===== src/rtl/secmem_pkg.sv =====
package secmem_pkg;

   typedef enum logic [2:0] {
      SM_IDLE    = 3'd0,
      SM_HASH    = 3'd1,
      SM_MEMREQ  = 3'd2,
      SM_MEMWAIT = 3'd3,
      SM_RESP    = 3'd4
   } secmem_state_e;

endpackage


===== src/rtl/secmem_xor_cipher.sv =====
// Keyed XOR placeholder cipher: the keystream folds every DATA_W slice of the key.
module secmem_xor_cipher #(
   parameter int DATA_W = 32,
   parameter int KEY_W  = 128
) (
   input  logic [DATA_W-1:0] din,
   input  logic [KEY_W-1:0]  key,
   output logic [DATA_W-1:0] dout
);

   localparam int NSL = (KEY_W + DATA_W - 1) / DATA_W;
   localparam int PW  = NSL * DATA_W;

   logic [DATA_W-1:0] kstream;

   generate
      if (DATA_W < 1 || KEY_W < 1) begin : g_bad
         $error("secmem_xor_cipher: widths must be positive");
      end
      if (KEY_W == DATA_W) begin : g_direct
         assign kstream = key;
      end else begin : g_fold
         logic [PW-1:0] kpad;
         assign kpad = PW'(key);
         always_comb begin
            kstream = '0;
            for (int s = 0; s < NSL; s++) begin
               kstream = kstream ^ kpad[s*DATA_W +: DATA_W];
            end
         end
      end
   endgenerate

   assign dout = din ^ kstream;

endmodule


===== src/rtl/secmem_crc_seq.sv =====
// Chunked CRC engine: CHUNK_W message bits per cycle, MSB first, zero initial value.
module secmem_crc_seq #(
   parameter int               MAC_W   = 128,
   parameter int               MSG_W   = 192,
   parameter int               CHUNK_W = 16,
   parameter logic [MAC_W-1:0] POLY    = 128'h87
) (
   input  logic             clk,
   input  logic             rst_n,
   input  logic             start,
   input  logic [MSG_W-1:0] msg,
   output logic             done,
   output logic [MAC_W-1:0] code
);

   localparam int NCH   = MSG_W / CHUNK_W;
   localparam int CNT_W = (NCH > 1) ? $clog2(NCH) : 1;

   generate
      if (MSG_W % CHUNK_W != 0) begin : g_bad_chunk
         $error("secmem_crc_seq: CHUNK_W must divide MSG_W");
      end
      if (MAC_W < 2) begin : g_bad_mac
         $error("secmem_crc_seq: MAC_W too small");
      end
   endgenerate

   function automatic logic [MAC_W-1:0] crc_chunk(input logic [MAC_W-1:0] c_in,
                                                  input logic [CHUNK_W-1:0] bits);
      logic [MAC_W-1:0] c;
      logic             fb;
      c = c_in;
      for (int i = CHUNK_W - 1; i >= 0; i--) begin
         fb = c[MAC_W-1] ^ bits[i];
         c  = {c[MAC_W-2:0], 1'b0};
         if (fb) c = c ^ POLY;
      end
      return c;
   endfunction

   generate
      if (NCH == 1) begin : g_single
         logic             done_q;
         logic [MAC_W-1:0] crc_q;
         always_ff @(posedge clk or negedge rst_n) begin
            if (!rst_n) begin
               done_q <= 1'b0;
               crc_q  <= '0;
            end else begin
               done_q <= start;
               if (start) crc_q <= crc_chunk('0, msg);
            end
         end
         assign done = done_q;
         assign code = crc_q;
      end else begin : g_iter
         logic [MSG_W-1:0] sh_q;
         logic [MAC_W-1:0] crc_q;
         logic [CNT_W-1:0] cnt_q;
         logic             run_q;
         logic             done_q;

         always_ff @(posedge clk or negedge rst_n) begin
            if (!rst_n) begin
               sh_q   <= '0;
               crc_q  <= '0;
               cnt_q  <= '0;
               run_q  <= 1'b0;
               done_q <= 1'b0;
            end else if (start) begin
               sh_q   <= msg;
               crc_q  <= '0;
               cnt_q  <= '0;
               run_q  <= 1'b1;
               done_q <= 1'b0;
            end else if (run_q) begin
               crc_q <= crc_chunk(crc_q, sh_q[MSG_W-1 -: CHUNK_W]);
               sh_q  <= sh_q << CHUNK_W;
               cnt_q <= cnt_q + 1'b1;
               if (cnt_q == CNT_W'(NCH - 1)) begin
                  run_q  <= 1'b0;
                  done_q <= 1'b1;
               end
            end else begin
               done_q <= 1'b0;
            end
         end

         assign done = done_q;
         assign code = crc_q;

         // one sequence at a time, never restarted mid-run
         assert_no_restart_R10: assert property (@(posedge clk) disable iff (!rst_n)
            start |-> !run_q);
         assert_done_pulse_R10: assert property (@(posedge clk) disable iff (!rst_n)
            done |=> !done);
      end
   endgenerate

endmodule


===== src/rtl/secmem_guard.sv =====
module secmem_guard #(
   parameter int               DATA_W  = 32,
   parameter int               ADDR_W  = 32,
   parameter int               ID_W    = 4,
   parameter int               KEY_W   = 128,
   parameter int               MAC_W   = 128,
   parameter int               CHUNK_W = 16,
   parameter logic [MAC_W-1:0] POLY    = 128'h87
) (
   input  logic              clk,
   input  logic              rst_n,
   input  logic              req_valid,
   output logic              req_ready,
   input  logic              req_store,
   input  logic [ADDR_W-1:0] req_addr,
   input  logic [DATA_W-1:0] req_wdata,
   input  logic [ID_W-1:0]   req_src_tag,
   input  logic [ID_W-1:0]   cur_id,
   output logic [ID_W-1:0]   key_id,
   input  logic [KEY_W-1:0]  key_in,
   output logic              rsp_valid,
   output logic [DATA_W-1:0] rsp_data,
   output logic [ID_W-1:0]   rsp_tag,
   output logic              rsp_tag_valid,
   output logic              rsp_viol,
   output logic              rsp_mac_err,
   output logic              busy,
   output logic              mem_req_valid,
   input  logic              mem_req_ready,
   output logic              mem_req_write,
   output logic [ADDR_W-1:0] mem_req_addr,
   output logic [DATA_W-1:0] mem_req_wdata,
   output logic [MAC_W-1:0]  mem_req_wmac,
   input  logic              mem_rsp_valid,
   input  logic [DATA_W-1:0] mem_rsp_rdata,
   input  logic [MAC_W-1:0]  mem_rsp_rmac
);

   import secmem_pkg::*;

   localparam int MSG_W = KEY_W + ADDR_W + DATA_W;

   generate
      if (ID_W < 1 || ADDR_W < 1) begin : g_bad_w
         $error("secmem_guard: ID_W and ADDR_W must be positive");
      end
      if (MAC_W < 8) begin : g_bad_mac
         $error("secmem_guard: MAC_W below 8 gives no useful integrity");
      end
   endgenerate

   secmem_state_e     st_q;
   logic              store_q;
   logic [ADDR_W-1:0] addr_q;
   logic [DATA_W-1:0] pt_q;
   logic [KEY_W-1:0]  key_q;
   logic [ID_W-1:0]   id_q;
   logic [MAC_W-1:0]  mac_q;
   logic [DATA_W-1:0] rdata_q;
   logic              tv_q;
   logic              viol_q;
   logic              merr_q;

   logic              accept;
   logic              tag_ok;
   logic              start_st;
   logic              start_ld;
   logic              crc_start;
   logic [MSG_W-1:0]  crc_msg;
   logic              crc_done;
   logic [MAC_W-1:0]  crc_code;
   logic [DATA_W-1:0] enc_out;
   logic [DATA_W-1:0] dec_out;

   assign key_id   = cur_id;
   assign accept   = req_valid && (st_q == SM_IDLE);
   assign tag_ok   = (req_src_tag == cur_id);
   assign start_st = accept && req_store && tag_ok;
   assign start_ld = (st_q == SM_MEMWAIT) && mem_rsp_valid;
   assign crc_start = start_st || start_ld;
   assign crc_msg  = start_st ? {key_in, req_addr, req_wdata}
                              : {key_q, addr_q, dec_out};

   secmem_xor_cipher #(.DATA_W(DATA_W), .KEY_W(KEY_W)) u_enc (
      .din  (pt_q),
      .key  (key_q),
      .dout (enc_out)
   );

   secmem_xor_cipher #(.DATA_W(DATA_W), .KEY_W(KEY_W)) u_dec (
      .din  (mem_rsp_rdata),
      .key  (key_q),
      .dout (dec_out)
   );

   secmem_crc_seq #(
      .MAC_W   (MAC_W),
      .MSG_W   (MSG_W),
      .CHUNK_W (CHUNK_W),
      .POLY    (POLY)
   ) u_crc (
      .clk   (clk),
      .rst_n (rst_n),
      .start (crc_start),
      .msg   (crc_msg),
      .done  (crc_done),
      .code  (crc_code)
   );

   always_ff @(posedge clk or negedge rst_n) begin
      if (!rst_n) begin
         st_q    <= SM_IDLE;
         store_q <= 1'b0;
         addr_q  <= '0;
         pt_q    <= '0;
         key_q   <= '0;
         id_q    <= '0;
         mac_q   <= '0;
         rdata_q <= '0;
         tv_q    <= 1'b0;
         viol_q  <= 1'b0;
         merr_q  <= 1'b0;
      end else begin
         unique case (st_q)
            SM_IDLE: begin
               if (accept) begin
                  store_q <= req_store;
                  addr_q  <= req_addr;
                  pt_q    <= req_wdata;
                  key_q   <= key_in;
                  id_q    <= cur_id;
                  rdata_q <= '0;
                  tv_q    <= 1'b0;
                  viol_q  <= 1'b0;
                  merr_q  <= 1'b0;
                  if (req_store && !tag_ok) begin
                     viol_q <= 1'b1;
                     st_q   <= SM_RESP;
                  end else if (req_store) begin
                     st_q <= SM_HASH;
                  end else begin
                     st_q <= SM_MEMREQ;
                  end
               end
            end
            SM_HASH: begin
               if (crc_done) begin
                  if (store_q) begin
                     mac_q <= crc_code;
                     st_q  <= SM_MEMREQ;
                  end else begin
                     if (crc_code == mac_q) begin
                        rdata_q <= pt_q;
                        tv_q    <= 1'b1;
                     end else begin
                        merr_q  <= 1'b1;
                     end
                     st_q <= SM_RESP;
                  end
               end
            end
            SM_MEMREQ: begin
               if (mem_req_ready) begin
                  st_q <= store_q ? SM_RESP : SM_MEMWAIT;
               end
            end
            SM_MEMWAIT: begin
               if (mem_rsp_valid) begin
                  pt_q  <= dec_out;
                  mac_q <= mem_rsp_rmac;
                  st_q  <= SM_HASH;
               end
            end
            SM_RESP: begin
               st_q <= SM_IDLE;
            end
            default: st_q <= SM_IDLE;
         endcase
      end
   end

   assign req_ready     = (st_q == SM_IDLE);
   assign busy          = (st_q != SM_IDLE);
   assign rsp_valid     = (st_q == SM_RESP);
   assign rsp_data      = rdata_q;
   assign rsp_tag       = tv_q ? id_q : '0;
   assign rsp_tag_valid = tv_q;
   assign rsp_viol      = viol_q;
   assign rsp_mac_err   = merr_q;

   assign mem_req_valid = (st_q == SM_MEMREQ);
   assign mem_req_write = store_q;
   assign mem_req_addr  = addr_q;
   assign mem_req_wdata = enc_out;
   assign mem_req_wmac  = mac_q;

   // an accepted request makes the unit busy on the next cycle
   assert_accept_busy_R1: assert property (@(posedge clk) disable iff (!rst_n)
      (req_valid && req_ready) |=> busy);

   // ownership mismatch answers at once and never reaches memory
   assert_viol_no_mem_R2: assert property (@(posedge clk) disable iff (!rst_n)
      (req_valid && req_ready && req_store && (req_src_tag != cur_id))
      |=> (rsp_valid && rsp_viol && !mem_req_valid));

   // a stalled beat keeps ciphertext and code together and unchanged
   assert_beat_hold_R5: assert property (@(posedge clk) disable iff (!rst_n)
      (mem_req_valid && !mem_req_ready)
      |=> (mem_req_valid && $stable(mem_req_addr) && $stable(mem_req_wdata)
           && $stable(mem_req_wmac) && $stable(mem_req_write)));

   // a failed check carries neither data nor a tag
   assert_fail_clean_R7: assert property (@(posedge clk) disable iff (!rst_n)
      (rsp_valid && rsp_mac_err) |-> (rsp_data == '0 && !rsp_tag_valid && rsp_tag == '0));

   // the response strobe lasts one cycle
   assert_rsp_pulse_R10: assert property (@(posedge clk) disable iff (!rst_n)
      rsp_valid |=> !rsp_valid);

endmodule


===== config.mk =====
export PLATFORM = sky130hd
export DESIGN_NAME = secmem_guard
export DESIGN_NICKNAME = d
export VERILOG_FILES = /design/src/rtl/secmem_pkg.sv /design/src/rtl/secmem_xor_cipher.sv /design/src/rtl/secmem_crc_seq.sv /design/src/rtl/secmem_guard.sv
export SDC_FILE = /design/constraint.sdc
export NUM_CORES = 2
export LEC_CHECK = 0
export BUFFER_PORTS_ARGS = -buffer_cell sky130_fd_sc_hd__buf_2
export CAP_MARGIN = 20
export CORE_MARGIN = 10
export CORE_UTILIZATION = 57
export CTS_CLUSTER_DIAMETER = 120
export DETAILED_ROUTE_END_ITERATION = 16
export GPL_ROUTABILITY_DRIVEN = 0
export PLACE_DENSITY = 0.81
export SYNTH_ARGS = -nofsm -noshare
export SYNTH_HDL_FRONTEND = slang
export SYNTH_HIERARCHICAL = 1
export SYNTH_SLANG_ARGS = --single-unit

===== constraint.sdc =====
create_clock -name clk -period 3.43 [get_ports clk]
set_input_delay 0.1715 -clock clk [delete_from_list [all_inputs] [get_ports clk]]
set_output_delay 0.1715 -clock clk [all_outputs]
set_load 0.03 [all_outputs]

**After elaboration in Yosys (flattened, before gate mapping)**

Cells that the tools add are included.

- Add/sub/neg operators: 1
- Equal/unequal tests: 16
- Mux-type cells: 91
- Bitwise operators: 37
- Reduce and logical (&&, ||, !) cells: 19

Operators with widths:

| kind | count |
|---|---|
| 128-bit 2-to-1 mux | 35 |
| 192-bit 2-to-1 mux | 3 |
| 128-bit one-hot mux with 2 select lines | 1 |
| 32-bit 2-to-1 mux | 6 |
| 32-bit bitwise XOR | 5 |
| 128-bit == test | 1 |
| 8-bit 2-to-1 mux | 16 |
| 32-bit one-hot mux with 2 select lines | 2 |
| 4-bit inverter | 16 |
| 3-bit 2-to-1 mux | 7 |
| 1-bit bitwise XOR | 16 |
| 1-bit 2-to-1 mux | 14 |
| 4-bit 2-to-1 mux | 3 |
| 3-bit one-hot mux with 4 select lines | 1 |
| 2-bit != test, second input constant | 5 |
| 5-bit AND reduction | 2 |
| 4-bit AND reduction | 2 |
| 2-bit nonzero test | 4 |
| 3-bit by 2-bit == test with 1-bit output, second input constant | 2 |
| 2-bit by 1-bit != test with 1-bit output, second input constant | 3 |
| 1-bit logical AND | 5 |
| 4-bit by 1-bit adder with 4-bit output, second input constant | 1 |
| 4-bit == test | 1 |
| 4-bit == test, second input constant | 1 |
| 11 further kinds | 12 |

- Flip-flop bits (word level): 689
- Input port bits: 366
- Output and inout bits: 240
- Word-level logic and storage cells: 180

**Longest topological paths before layout**

- Depth in word-level cells: 66
- Depth in mapped cells: 13
- Gate-level depth less buffers: 7

**Modules after synthesis**

Netlist, hierarchy kept.

Modules (own cells, without submodules):

| module | times used | cells each | area each (sq um) | sequential area each (sq um) |
|---|---|---|---|---|
| secmem_guard | 1 | 2120 | 19677.6 | 9083.7 |
| secmem_crc_seq | 1 | 1325 | 14536.4 | 8157.8 |
| secmem_xor_cipher | 2 | 96 | 1281.2 | 0.0 |

**Worst setup path before layout**

No wires, ideal clock.

- Path type: flip-flop to flip-flop
- From: register st_q[1]
- To: register u_crc.g_iter.crc_q[100], in the netlist u_crc/code[100]
- Library setup time: 0.132 ns
- Arrival time: 2.526 ns
- Data required time: 3.298 ns
- Path slack: 0.772 ns
- Cell stages (with the launch flop): 12
- Path buffers: 5
- Clock period less this slack: 2.658 ns
- Cells stage by stage: dfrtp_1 > or3_4 > inv_2 > and3_1 > nand2_1 > buf_6 > buf_6 > nand2_1 > buf_2 > clkbuf_1 > clkbuf_1 > nor2_1

- Longest elaborated chain between the ends: 6
- Elaborated cells between the ends (all ways): 9
- Classes of those cells: 1 x eq/ne; 1 x mux; 7 x reduce/logical

RTL lines:

| item | RTL line | text |
|---|---|---|
| start: declaration | secmem_guard.sv:52 | `secmem_state_e st_q;` |
| start signal: assignment | secmem_guard.sv:164 | `st_q <= store_q ? SM_RESP : SM_MEMWAIT;` |
| 3-bit zero test (*) | n/a |  |
| named net req_ready | secmem_guard.sv:13 | `output logic req_ready,` |
| 1-bit logical AND (*) | secmem_guard.sv:76 | `assign accept = req_valid && (st_q == SM_IDLE);` |
| 1-bit logical AND (*) (2 in a row) | secmem_guard.sv:78 | `assign start_st = accept && req_store && tag_ok;` |
| 1-bit logical OR (*) | secmem_guard.sv:80 | `assign crc_start = start_st \|\| start_ld;` |
| named net crc_start | secmem_guard.sv:68 | `logic crc_start;` |
| 128-bit 2-to-1 mux or 2-bit nonzero test (tied branches) | n/a |  |
| end signal: assignment | secmem_crc_seq.sv:77 | `crc_q <= crc_chunk(crc_q, sh_q[MSG_W-1 -: CHUNK_W]);` |
| end: declaration | secmem_crc_seq.sv:58 | `logic [MAC_W-1:0] crc_q;` |

The timed path passes the listed nets; every way through them passes the cells marked *.
A chain may end at the register's enable or synchronous reset.

**Final worst setup path**

- From: register u_crc.g_iter.crc_q[98], in the netlist u_crc/code[98]
- To: register rdata_q[2], in the netlist rsp_data[2]

- Longest elaborated chain between the ends: 3

RTL lines:

| item | RTL line | text |
|---|---|---|
| 128-bit == test | secmem_guard.sv:152 | `if (crc_code == mac_q) begin` |
| 2-bit != test (no source line) | n/a |  |
| 5-bit AND reduction (no source line) | n/a |  |
| end signal: assignment | secmem_guard.sv:153 | `rdata_q <= pt_q;` |
| end: declaration | secmem_guard.sv:59 | `logic [DATA_W-1:0] rdata_q;` |

No other way between the ends.

==> impl_metrics.yaml <==
run_status:
  status: "complete, no violations"
worst_setup_path:
  cp-end-kind: "register"
  r2r-start: "u_crc/code[98]$_DFFE_PN0P_"
  r2r_cells: 7
  critPathMaxFanout: 33
  worst-path-buf-inv: 1
  worstReg2RegEnd: "rsp_data[2]$_DFFE_PN0P_"
  path_cells: "xnor2_1 -> nand4_1 -> nor4_1 -> nand4_1 -> nor3_4 -> buf_12 -> mux2i_1"
  rrSetupSlack_ns: 0.22
  cpMostUsedCell: "nand4_1"
  path_class: "reg2reg"
  cp.required_ns: 3.95
  startpoint_type: "register"
  max_stage_delay_ns: 0.70
  cp_num_cells: 7
  cp_slowest_cell: "xnor2_1"
  path_delay_family: "simple AND/OR/NAND/NOR gates"
  cp.arrival_ns: 3.73
logic_synthesis:
  syn_nets: 4004
  yosysWarningCount: 6
  synth.top_cell.area_share_pct: 46.9
  ys_ff_latch: 689
  synthFlopType: "dfrtp_1"
  synth.distinct_cells: 47
  synth.cell_area_um2: 36800
  synth_cells: 3637
  synth_edf_count: 0
  yosysSeqAreaShare_pct: 46.9
  postSynth.asyncResetShare_pct: 100
  synth_area_per_cell_um2: 10.1
  yosys-top-cells-area: "dfrtp_1, nand2_1, mux2i_1, mux2_4, xnor2_1"
  synth_largest_area_cell: "dfrtp_1"
cts:
  htree_levels: 3
  cts_tree: "built"
  ctsHoldBuffers: 331
  post-cts-setup-buffer-count: 0
  cts_resized: 0
  clk_pin_slew_ns: 0.07
  clock_path_buffers: 3
  worstSkewPairLatency_ns: 0.63
  root_buffer: "clkbuf_16"
  numClockSinks: 689
  cts_buffers: 76
route:
  drtAntennaViolNets: 0
  routed_wl_mm: 146
  drc_errors: 0
  first_pass_iters: 7
  vias: 32832
  drt_first_iter_violations: 4420
  via_per_inst: 6.07
  detail_route.wl_per_cell_um: 26.9
die:
  core_um2: 64100
  die_x_um: 274
  start_util_pct: 57.4
  die_h_um: 274
  dieArea_um2: 75100
  io-pin-count: 606
  core.rowCount: 93
global_routing:
  grt_pass1_wl_mm: 214
  grt_pass1_vias: 33349
  grt_use_total_pct: 38.1
  grt_overflow: 0
  grt_max_degree: 137
  antenna_found_initial: 12
timing:
  period_share_pct: 93.7
  hold_ws_ns: 0.0410
  fmax_mhz: 311
  hold_viol: 0
  fin_tns_setup_ns: 0
  rsz0062_at_grt: "false"
  worst_slack_ns: 0.215
  tightest_slew_ns: 0.996
  layout_min_cycle_time_ns: 3.21
  slew_viol_final: 0
  clock_skew_ns: 0.0364
  maxSlewHeadroom_pct: 33.6
  setup_viol: 0
finish:
  synthToLayoutAreaGrowth_pct: 26.4
  fin_area_um2: 46500
  fin_cells: 5408
  nNetsFinal: 4859
  fin_util_pct: 72.5
  layout-drive-gt1-share_pct: 22.6
power_and_ir_drop:
  total_power_mw: 52.7
  leakagePower_nw: 22.7
  ir_drop_uv: 983
  powerDensity_nw_per_um2: 1130
hold_path:
  min_from: "req_wdata[23]"
  hold_path_depth: 3
  hp-class: "in2reg"
  holdPathEnd: "pt_q[23]$_DFFE_PN0P_"
placement:
  detailedPlace.worstSlack_ns: 0.621
  dpl.hpwl_mm: 98.0
  placed_cells: 4938
  io_buffers: 605
  dpl-instance-area_um2: 40700
job:
  cap_viol_max_count: 0
-- synth_stat cells, types with 64 or more instances --
cell	n
o21ai_0	229
dfrtp_1	689
xor2_1	81
xnor3_1	64
clkbuf_1	91
xnor2_1	223
mux2i_1	352
mux2_4	169
buf_2	97
nor2_1	259
nand2_1	1051
a31oi_1	128
-- routing by layer --
| layer | track usage [%] | vias to the layer above | wire length (µm) | share of wire, % |
|---|---|---|---|---|
| met3 | 10.1 | 681 | 15500 | 11 |
| met1 | 42.3 | 15892 | 48300 | 33 |
| li1 | - | 13829 | - | - |
| met2 | 61.3 | 2422 | 67900 | 47 |
| met4 | 30.7 | 8 | 13800 | 9.5 |
| met5 | 0 | - | 45 | 0.031 |
-- registers in the layout (all words and copies together) (netlist names) --
name and count:
mem_req_wmac 128, pt_q 32, mem_req_addr 32, id_q 4, rsp_viol 1, mem_req_write 1
rsp_tag_valid 1, key_q 128, u_crc/g_iter.cnt_q 4, u_crc/code 128, rsp_mac_err 1, rsp_data 32
u_crc/g_iter.sh_q 192, u_crc/done 1, st_q 3, u_crc/g_iter.run_q 1
-- cell type report --
cell class,instances,area [µm²]
diodes,9,22.5
clock buffers,105,2220
clock inverters,25,256
fillers,4042,17600
inverters,4,15.0
multi-input cells,2709,18400
flip-flops and latches,689,17200
well taps,855,1070
repair buffers,1012,7270
-- cell usage in the layout (no fill, tap or decap), drive strengths merged, types with 2 or more instances in the layout --
cell type       n
dlygate4sd3   331
clkbuf        105
nor2          259
a211oi         16
and2            7
mux2i         352
xor2           85
diode           9
o22ai           3
xnor2         234
inv             6
bufinv          3
a21oi           5
xnor3          64
nand2b         20
nor3b           2
clkinv         17
nand4          35
mux2          192
nor3            3
nand3b          2
nor4           10
a31oi         128
o21ai         229
buf           681
clkinvlp        3
dfrtp         689
nand2        1051
-- worst register-to-register path, stage by stage, from the launching register on --
cell	delay (ns)
dfrtp_1	0.46
xnor2_1	0.70
nand4_1	0.30
nor4_1	0.43
nand4_1	0.23
nor3_4	0.31
buf_12	0.29
mux2i_1	0.40
-- cells by family after synthesis --
group           after synthesis  synth area share [%]
simple gates               1394                  14.9
mux                         544                  17.2
xor+xnor                    383                  11.8
flops                       689                  46.9
buf+inv                     239                  3.29
fa+ha+maj                     1                0.0340
compound gates              387                  5.90
-- report_power, final --
part,switching (mW),leakage (nW),total [mW],internal [mW]
Sequential,5.05,8.55,16.7,11.6
Clock,3.51,1.22,8.27,4.76
Combinational,16.2,12.9,27.8,11.6
Total,24.8,22.7,52.7,28.0
-- worst max path at each step --
stage	start	end	slack [ns]
4_1_cts	u_crc/code[98]$_DFFE_PN0P_	rsp_data[15]$_DFFE_PN0P_	0.58
3_5_place_dp	cur_id[3]	u_crc/g_iter.sh_q[20]$_DFFE_PN0P_	0.62
5_1_grt	u_crc/code[98]$_DFFE_PN0P_	rsp_data[2]$_DFFE_PN0P_	0.14
3_3_place_gp	u_crc/code[10]$_DFFE_PN0P_	rsp_data[29]$_DFFE_PN0P_	0.59
6_report	u_crc/code[98]$_DFFE_PN0P_	rsp_data[2]$_DFFE_PN0P_	0.22
2_1_floorplan	st_q[1]$_DFFE_PN0P_	u_crc/code[100]$_DFFE_PN0P_	0.77
(Power assumes the default switching activity.)
